`src/rtl/fsu_pkg.sv`:
```
package fsu_pkg;

   typedef enum logic {
      FSU_RUN  = 1'b0,
      FSU_WAIT = 1'b1
   } fsu_state_t;

   typedef struct packed {
      logic advance;
      logic rewind;
      logic mar_load;
      logic valid_in;
   } fsu_ctl_t;

endpackage

```
`src/rtl/fsu_pc_reg.sv`:
```
module fsu_pc_reg #(
   parameter int unsigned            ADDR_W   = 32,
   parameter int unsigned            STEP     = 4,
   parameter logic [ADDR_W-1:0]      RESET_PC = '0
) (
   input  logic              clk,
   input  logic              rst_n,
   input  logic              advance,
   input  logic              rewind,
   output logic [ADDR_W-1:0] pc_o
);

   localparam int unsigned ALIGN_W = (STEP > 1) ? $clog2(STEP) : 0;
   localparam int unsigned HI_W    = ADDR_W - ALIGN_W;

   generate
      if (ALIGN_W > 0) begin : g_aligned
         logic [HI_W-1:0] hi_q;

         always_ff @(posedge clk) begin
            if (!rst_n) begin
               hi_q <= RESET_PC[ADDR_W-1:ALIGN_W];
            end else if (advance) begin
               hi_q <= hi_q + 1'b1;
            end else if (rewind) begin
               hi_q <= hi_q - 1'b1;
            end
         end

         assign pc_o = {hi_q, {ALIGN_W{1'b0}}};
      end else begin : g_byte
         logic [ADDR_W-1:0] pc_q;

         always_ff @(posedge clk) begin
            if (!rst_n) begin
               pc_q <= RESET_PC;
            end else if (advance) begin
               pc_q <= pc_q + 1'b1;
            end else if (rewind) begin
               pc_q <= pc_q - 1'b1;
            end
         end

         assign pc_o = pc_q;
      end
   endgenerate

endmodule

```
`src/rtl/fsu_fetch_latch.sv`:
```
module fsu_fetch_latch #(
   parameter int unsigned       ADDR_W   = 32,
   parameter int unsigned       DATA_W   = 32,
   parameter logic [ADDR_W-1:0] RESET_PC = '0
) (
   input  logic              clk,
   input  logic              rst_n,
   input  fsu_pkg::fsu_ctl_t ctl,
   input  logic [ADDR_W-1:0] cur_pc,
   input  logic [DATA_W-1:0] ic_rdata,
   output logic [ADDR_W-1:0] mar_o,
   output logic [DATA_W-1:0] ifid_instr_o,
   output logic [ADDR_W-1:0] ifid_pc_o,
   output logic              ifid_valid_o
);

   logic [ADDR_W-1:0] mar_q;
   logic [DATA_W-1:0] instr_q;
   logic [ADDR_W-1:0] ipc_q;
   logic              valid_q;

   // memory address register: tracks every unstalled fetch address
   always_ff @(posedge clk) begin
      if (!rst_n) begin
         mar_q <= RESET_PC;
      end else if (ctl.mar_load) begin
         mar_q <= cur_pc;
      end
   end

   // pipeline register: word captured unconditionally, validity separate
   always_ff @(posedge clk) begin
      if (!rst_n) begin
         instr_q <= '0;
         ipc_q   <= RESET_PC;
         valid_q <= 1'b0;
      end else begin
         instr_q <= ic_rdata;
         ipc_q   <= mar_q;
         valid_q <= ctl.valid_in;
      end
   end

   assign mar_o        = mar_q;
   assign ifid_instr_o = instr_q;
   assign ifid_pc_o    = ipc_q;
   assign ifid_valid_o = valid_q;

endmodule

```
`src/rtl/fsu_miss_ctrl.sv`:
```
module fsu_miss_ctrl (
   input  logic              clk,
   input  logic              rst_n,
   input  logic              ic_hit,
   input  logic              mem_done,
   output fsu_pkg::fsu_ctl_t ctl,
   output logic              stall_o,
   output logic              squash_o,
   output logic              mem_req_o,
   output logic              fill_en_o
);

   import fsu_pkg::*;

   fsu_state_t state_q;
   logic       lookup_q;
   logic       squash_q;
   logic       waiting;
   logic       miss_now;
   logic       stall;

   assign waiting  = (state_q == FSU_WAIT);
   assign miss_now = !waiting && lookup_q && !ic_hit;
   assign stall    = waiting || miss_now;

   always_comb begin
      ctl          = '0;
      ctl.advance  = !stall;
      ctl.rewind   = miss_now;
      ctl.mar_load = !stall;
      ctl.valid_in = !stall && lookup_q;
   end

   always_ff @(posedge clk) begin
      if (!rst_n) begin
         state_q  <= FSU_RUN;
         lookup_q <= 1'b0;
         squash_q <= 1'b0;
      end else begin
         lookup_q <= !stall;
         squash_q <= miss_now;
         case (state_q)
            FSU_RUN:  if (miss_now) state_q <= FSU_WAIT;
            FSU_WAIT: if (mem_done) state_q <= FSU_RUN;
            default:  state_q <= FSU_RUN;
         endcase
      end
   end

   assign stall_o   = stall;
   assign squash_o  = squash_q;
   assign mem_req_o = waiting;
   assign fill_en_o = waiting && mem_done;

endmodule

```
`src/rtl/fetch_miss_stall.sv`:
```
module fetch_miss_stall #(
   parameter int unsigned       ADDR_W      = 32,
   parameter int unsigned       DATA_W      = 32,
   parameter int unsigned       INSTR_BYTES = 4,
   parameter logic [ADDR_W-1:0] RESET_PC    = '0
) (
   input  logic              clk,
   input  logic              rst_n,
   output logic [ADDR_W-1:0] ic_addr_o,
   input  logic [DATA_W-1:0] ic_rdata_i,
   input  logic              ic_hit_i,
   output logic              fill_en_o,
   output logic [ADDR_W-1:0] fill_addr_o,
   output logic [DATA_W-1:0] fill_data_o,
   output logic              mem_req_o,
   output logic [ADDR_W-1:0] mem_addr_o,
   input  logic              mem_done_i,
   input  logic [DATA_W-1:0] mem_rdata_i,
   output logic [DATA_W-1:0] ifid_instr_o,
   output logic [ADDR_W-1:0] ifid_pc_o,
   output logic              ifid_valid_o,
   output logic              stall_o,
   output logic              squash_o
);

   localparam int unsigned ALIGN_W = (INSTR_BYTES > 1) ? $clog2(INSTR_BYTES) : 0;

   generate
      if (INSTR_BYTES == 0 || (INSTR_BYTES & (INSTR_BYTES - 1)) != 0) begin : g_bad_step
         $error("INSTR_BYTES must be a nonzero power of two");
      end
      if (ADDR_W <= ALIGN_W) begin : g_bad_addr
         $error("ADDR_W too small for INSTR_BYTES");
      end
      if (DATA_W < 8) begin : g_bad_data
         $error("DATA_W must be at least 8");
      end
      if (ALIGN_W > 0) begin : g_chk_align
         if (RESET_PC[ALIGN_W-1:0] != '0) begin : g_bad_reset
            $error("RESET_PC must be instruction aligned");
         end
      end
   endgenerate

   fsu_pkg::fsu_ctl_t ctl;
   logic [ADDR_W-1:0] pc;
   logic [ADDR_W-1:0] mar;

   fsu_miss_ctrl u_ctrl (
      .clk       (clk),
      .rst_n     (rst_n),
      .ic_hit    (ic_hit_i),
      .mem_done  (mem_done_i),
      .ctl       (ctl),
      .stall_o   (stall_o),
      .squash_o  (squash_o),
      .mem_req_o (mem_req_o),
      .fill_en_o (fill_en_o)
   );

   fsu_pc_reg #(
      .ADDR_W   (ADDR_W),
      .STEP     (INSTR_BYTES),
      .RESET_PC (RESET_PC)
   ) u_pc (
      .clk     (clk),
      .rst_n   (rst_n),
      .advance (ctl.advance),
      .rewind  (ctl.rewind),
      .pc_o    (pc)
   );

   fsu_fetch_latch #(
      .ADDR_W   (ADDR_W),
      .DATA_W   (DATA_W),
      .RESET_PC (RESET_PC)
   ) u_latch (
      .clk          (clk),
      .rst_n        (rst_n),
      .ctl          (ctl),
      .cur_pc       (pc),
      .ic_rdata     (ic_rdata_i),
      .mar_o        (mar),
      .ifid_instr_o (ifid_instr_o),
      .ifid_pc_o    (ifid_pc_o),
      .ifid_valid_o (ifid_valid_o)
   );

   assign ic_addr_o   = pc;
   assign mem_addr_o  = mar;
   assign fill_addr_o = mar;
   assign fill_data_o = mem_rdata_i;

endmodule

```
`config.mk`:
```
export PLATFORM = sky130hd
export DESIGN_NAME = fetch_miss_stall
export DESIGN_NICKNAME = d
export VERILOG_FILES = /design/src/rtl/fsu_pkg.sv /design/src/rtl/fsu_pc_reg.sv /design/src/rtl/fsu_fetch_latch.sv /design/src/rtl/fsu_miss_ctrl.sv /design/src/rtl/fetch_miss_stall.sv
export SDC_FILE = /design/constraint.sdc
export NUM_CORES = 1
export LEC_CHECK = 0
export BUFFER_PORTS_ARGS = -buffer_cell sky130_fd_sc_hd__buf_2
export CAP_MARGIN = 25
export CORE_AREA = 2 2 103 145
export DETAILED_ROUTE_END_ITERATION = 10
export DIE_AREA = 0 0 105 147
export PLACE_DENSITY = 0.74
export SLEW_MARGIN = 20
export SYNTH_ARGS = -nofsm -noshare
export SYNTH_HDL_FRONTEND = slang
export SYNTH_HIERARCHICAL = 1
export SYNTH_SLANG_ARGS = --single-unit
```
`constraint.sdc`:
```
create_clock -name clk -period 11.7 [get_ports clk]
set_clock_uncertainty 0.2 [all_clocks]
set_input_delay 0 -clock clk [delete_from_list [all_inputs] [get_ports clk]]
set_output_delay 0 -clock clk [all_outputs]
set_load 0.02 [all_outputs]
```
# == Word level (Yosys, flattened, before mapping) ==
# Cells that the tools add are included.
# op_classes
n_addsub,2
n_eq_ne,1
muxes,5
bitwise_logic,1
reduce_logical,8
# ops
operator,n
30-bit 2-to-1 mux,2
30-bit by 1-bit adder with 30-bit output (second input constant),1
30-bit by 1-bit subtractor with 30-bit output (second input constant),1
1-bit logical AND,4
1-bit logical NOT,3
1-bit 2-to-1 mux,2
2-bit by 1-bit inequality test with 1-bit output (second input constant),1
1-bit case mux with 2 select lines,1
1-bit logical OR,1
1-bit inverter,1
# totals
register_bits,126
output_inout_bits,197
word_cells,25

# == Longest topological paths before layout ==
# logic_depth
ltp_word,6
ltp_mapped,15

# == Modules after synthesis ==
# The synthesis kept the hierarchy.
# modules_own_cells
mod,instances,cells_each,area_per_inst_um2,seq_area_each_um2
fsu_fetch_latch,1,240,3011.6,1941.9
fsu_pc_reg,1,319,2458.6,600.6
fetch_miss_stall,1,64,480.5,0.0
fsu_miss_ctrl,1,15,151.4,60.1

# == Worst setup path after synthesis ==
# No wires, ideal clock.
# synth_timing
path_kind,register to register
startpoint,register u_ctrl.state_q (netlist: u_ctrl/mem_req_o)
endpoint,register u_pc.g_aligned.hi_q[26]
setup_time_ps,117
t_arrival_ps,3637
slack_ps,7745
stages_incl_launch_ff,14
n_path_buf,1
path_cell_list,dfxtp_1 > nor2_1 > buf_4 > inv_1 > ha_1 > nor2b_1 > o31a_1 > o31a_1 > a311o_1 > a31o_2 > o41ai_2 > o21ai_1 > xnor2_1 > o21ai_1
# synth_between
elab_chain_cells,5
word_cells_on_any_way,6
# synth_rtl
item,line,text
start: declaration,fsu_miss_ctrl.sv:15,fsu_state_t state_q;
start signal: assignment,fsu_miss_ctrl.sv:36,state_q <= FSU_RUN;
start signal: assignment,fsu_miss_ctrl.sv:43,FSU_RUN: if (miss_now) state_q <= FSU_WAIT;
start signal: assignment,fsu_miss_ctrl.sv:44,FSU_WAIT: if (mem_done) state_q <= FSU_RUN;
1-bit logical NOT,fsu_miss_ctrl.sv:23,assign miss_now = !waiting && lookup_q && !ic_hit;
1-bit logical AND (2 in a row),fsu_miss_ctrl.sv:23,
1-bit logical OR,fsu_miss_ctrl.sv:24,assign stall = waiting || miss_now;
2-bit by 1-bit inequality test with 1-bit output (no line) / 30-bit 2-to-1 mux (equally long branches),n/a,
end signal: assignment,fsu_pc_reg.sv:22,hi_q <= RESET_PC[ADDR_W-1:ALIGN_W];
end signal: assignment,fsu_pc_reg.sv:24,hi_q <= hi_q + 1'b1;
end signal: assignment,fsu_pc_reg.sv:26,hi_q <= hi_q - 1'b1;
end: declaration,fsu_pc_reg.sv:18,logic [HI_W-1:0] hi_q;
# Parallel ways exist; a longest one is shown, timed or not.
# A chain may end at the register's enable or synchronous reset.

# == Worst setup path after layout ==
# layout_timing
startpoint,register u_ctrl.lookup_q
endpoint,register u_pc.g_aligned.hi_q[26]
# layout_between
elab_chain_cells,4
word_cells_on_any_way,5
# layout_rtl
item,line,text
start: declaration,fsu_miss_ctrl.sv:16,logic lookup_q;
start signal: assignment,fsu_miss_ctrl.sv:40,lookup_q <= !stall;
1-bit logical AND * (2 in a row),fsu_miss_ctrl.sv:23,
1-bit logical OR,fsu_miss_ctrl.sv:24,
2-bit by 1-bit inequality test with 1-bit output (no line) / 30-bit 2-to-1 mux (equally long branches),n/a,
# Mark *: on every way between the ends. The rest lies on a longest branch, timed or not.

==> out/qor.csv <==
metric,value,unit
outcome,completed,
grt_max_degree,112,
drcViolationCount,0,
cp_slowest_cell,buf_4,
clk_latency,0.41,ns
post-route-cell-area,7975,µm²
cts_tree,done,
required,11.80,ns
grt_setup_unrepaired,false,
synth_area_leader_cell,dfxtp_1,
grt_pass1_vias,4754,
fmax,223.4,MHz
avgSynthCellArea,9.564,µm²
design.portCount,265,
initial_utilization,43.02,%
netlist_top_cells_area,"dfxtp_1, buf_4, and2_1, ha_1, mux2i_1",
place.gp.congestion,0.8848,
dp_slack,7.241,ns
final_cell_mix,"buf_2, dfxtp_1, and2_1",
area_growth,30.70,%
routedWlPerCell,14.52,µm
whs,0.09521,ns
start_kind,flip-flop,
cp_slowest_stage_delay,0.53,ns
final_net_count,929,
postCtsHoldBufs,67,
grt_pass1_wl,23520,µm
dieArea,15440,µm²
grt-ovfl-total,0,
place_inst,935,
finalMaxSlewViolations,0,
worst_pin_slew,0.9169,ns
netlist_instances,638,
placedInstanceArea,6671,µm²
crit_family,compound AO/OA/AOI/OAI gates,
cts_sinks,130,
layout_setup_ws,7.223,ns
clk_pin_slew,0.06,ns
hp-class,input pin to flip-flop,
diodes,0,
finalCriticalPeriod,4.477,ns
core.rowCount,52,
vias_per_cell,4.809,
cp.buffers_inverters,2,
ant_nets,0,
clock_path_buffers,2,
ctsResizeCount,0,
setup_viol,0,
final_common_cell,buf_2,
slew_headroom,38.81,%
ir_drop,0.1011,mV
p_leak,4.043,nW
numCtsBuffers,17,
synth_edf_count,0,
grt_use_total,18.96,%
drt_iter0_drc,240,
maxCapViolations,0,
post_cts_buffers,0,
die_w,105,µm
vias,4973,
yosys.area.top_type_share,42.65,%
timing.final.crit_share,38.26,%
setup_tns,0,ns
synth-seq-cells,130,
dp_hpwl,9729,µm
fp.dieH,147,µm
syn-cell-area,6102,µm²
firstDrtPassIters,4,
yosys_warnings,6,
ys_seq_area_share,42.65,%
wl,15010,µm
core_area,14180,µm²
cts-root-buf,clkbuf_16,
async_reset_ff_share,0,%
instances_no_fill,1034,
path_cells,"nor2b_1, nor2_4, buf_4, inv_1, ha_1, nor2b_1, o31a_1, o31a_1, a311o_1, a31o_2, o41ai_2, o21ai_1, xnor2_1, o21ai_1",
critical_path_arrival,4.57,ns
htreeDepth,4,
layout-drive-gt1-share,28.88,%
cp_max_fo,38,
antenna_found_initial,0,
synth_cell_type_count,52,
pwr_density_cell,191.4,nW/µm²
synth_ff_type,dfxtp_1,
crit_path_end_kind,flip-flop,
critPathKind,flip-flop to flip-flop,
portBuffers,198,
finalHoldViolCount,0,
==> area by class of cell <==
cell class / instances / area (µm²)
fill: 1250 / 6208
inverter: 9 / 33.78
multi-input combinational: 405 / 2778
clock inverter: 14 / 203.9
timing repair buffer: 269 / 1692
tap: 189 / 236.5
clock buffer: 18 / 429.2
sequential: 130 / 2603
==> synthesized netlist by cell type (7+ instances only) <==
cell type,number
xnor2_1,11
o21a_1,7
nor2_1,22
a21o_1,10
ha_1,28
dfxtp_1,130
buf_4,68
nor2b_1,37
and2_1,73
nand2_1,37
nand3_1,13
inv_1,9
clkbuf_1,16
xor2_1,8
a211oi_1,7
mux2i_1,35
o21ai_0,16
a21oi_1,35
==> power by group <==
part           leakage (nW)  switching (mW)  internal, mW  total [mW]
clock                 0.303           0.209         0.360       0.569
combinational          2.67           0.251         0.169       0.419
sequential             1.07          0.0442         0.493       0.537
==> path summary, 6_finish.rpt <==
check / start / to / slack (ns) / cells after the start
max: u_ctrl/lookup_q$_SDFF_PN0_ / u_pc/g_aligned.hi_q[26]$_SDFFE_PN0P_ / 7.22 / 14
min: rst_n / u_pc/g_aligned.hi_q[23]$_SDFFE_PN0P_ / 0.1 / 3
max reg2reg: u_ctrl/lookup_q$_SDFF_PN0_ / u_pc/g_aligned.hi_q[26]$_SDFFE_PN0P_ / 7.22 / 14
min reg2reg: u_latch/mar_o[23]$_SDFFE_PN0P_ / u_latch/ifid_pc_o[23]$_SDFF_PN0_ / 0.29 / 1
==> kinds of logic (layout without fill, tap and decap cells) <==
kind of cell,after synthesis,after routing,share of synthesized area (%)
simple gates,214,214,19.50
flops,130,130,42.65
compound gates,106,106,11.20
buf+inv,104,310,12.06
mux,35,35,5.741
fa+ha+maj,29,29,6.069
xor+xnor,19,19,2.727
other cells,1,2,0.06145
==> routing by layer <==
metal	global-route usage [%]	vias up	part of all wire (%)
met4	6.533	0	1.2
met5	0	-	0
li1	-	2485	-
met3	4.658	13	5.9
met1	20.43	2257	40
met2	35.65	218	53
==> metrics by stage <==
stage          utilization, %  power, mW
5_1_grt                 56.23      1.608
3_3_place_gp            47.04     0.9330
2_1_floorplan               -     0.8576
4_1_cts                 56.23      1.540
3_5_place_dp            47.04     0.9389
6_report                56.23      1.526
==> state kept, by name, summed over array words and instances (netlist names) <==
name	cells
u_latch/ifid_pc_o	32
u_ctrl/mem_req_o	1
u_latch/ifid_valid_o	1
u_latch/mar_o	32
u_ctrl/lookup_q	1
u_ctrl/squash_o	1
u_latch/ifid_instr_o	32
u_pc/g_aligned.hi_q	30
==> tightest hold or removal path, stage by stage <==
cell and delay, ns:
buf_2 0.09, inv_1 0.37, nor2_1 0.20
Note: power is estimated with default switching activity, not from simulation.
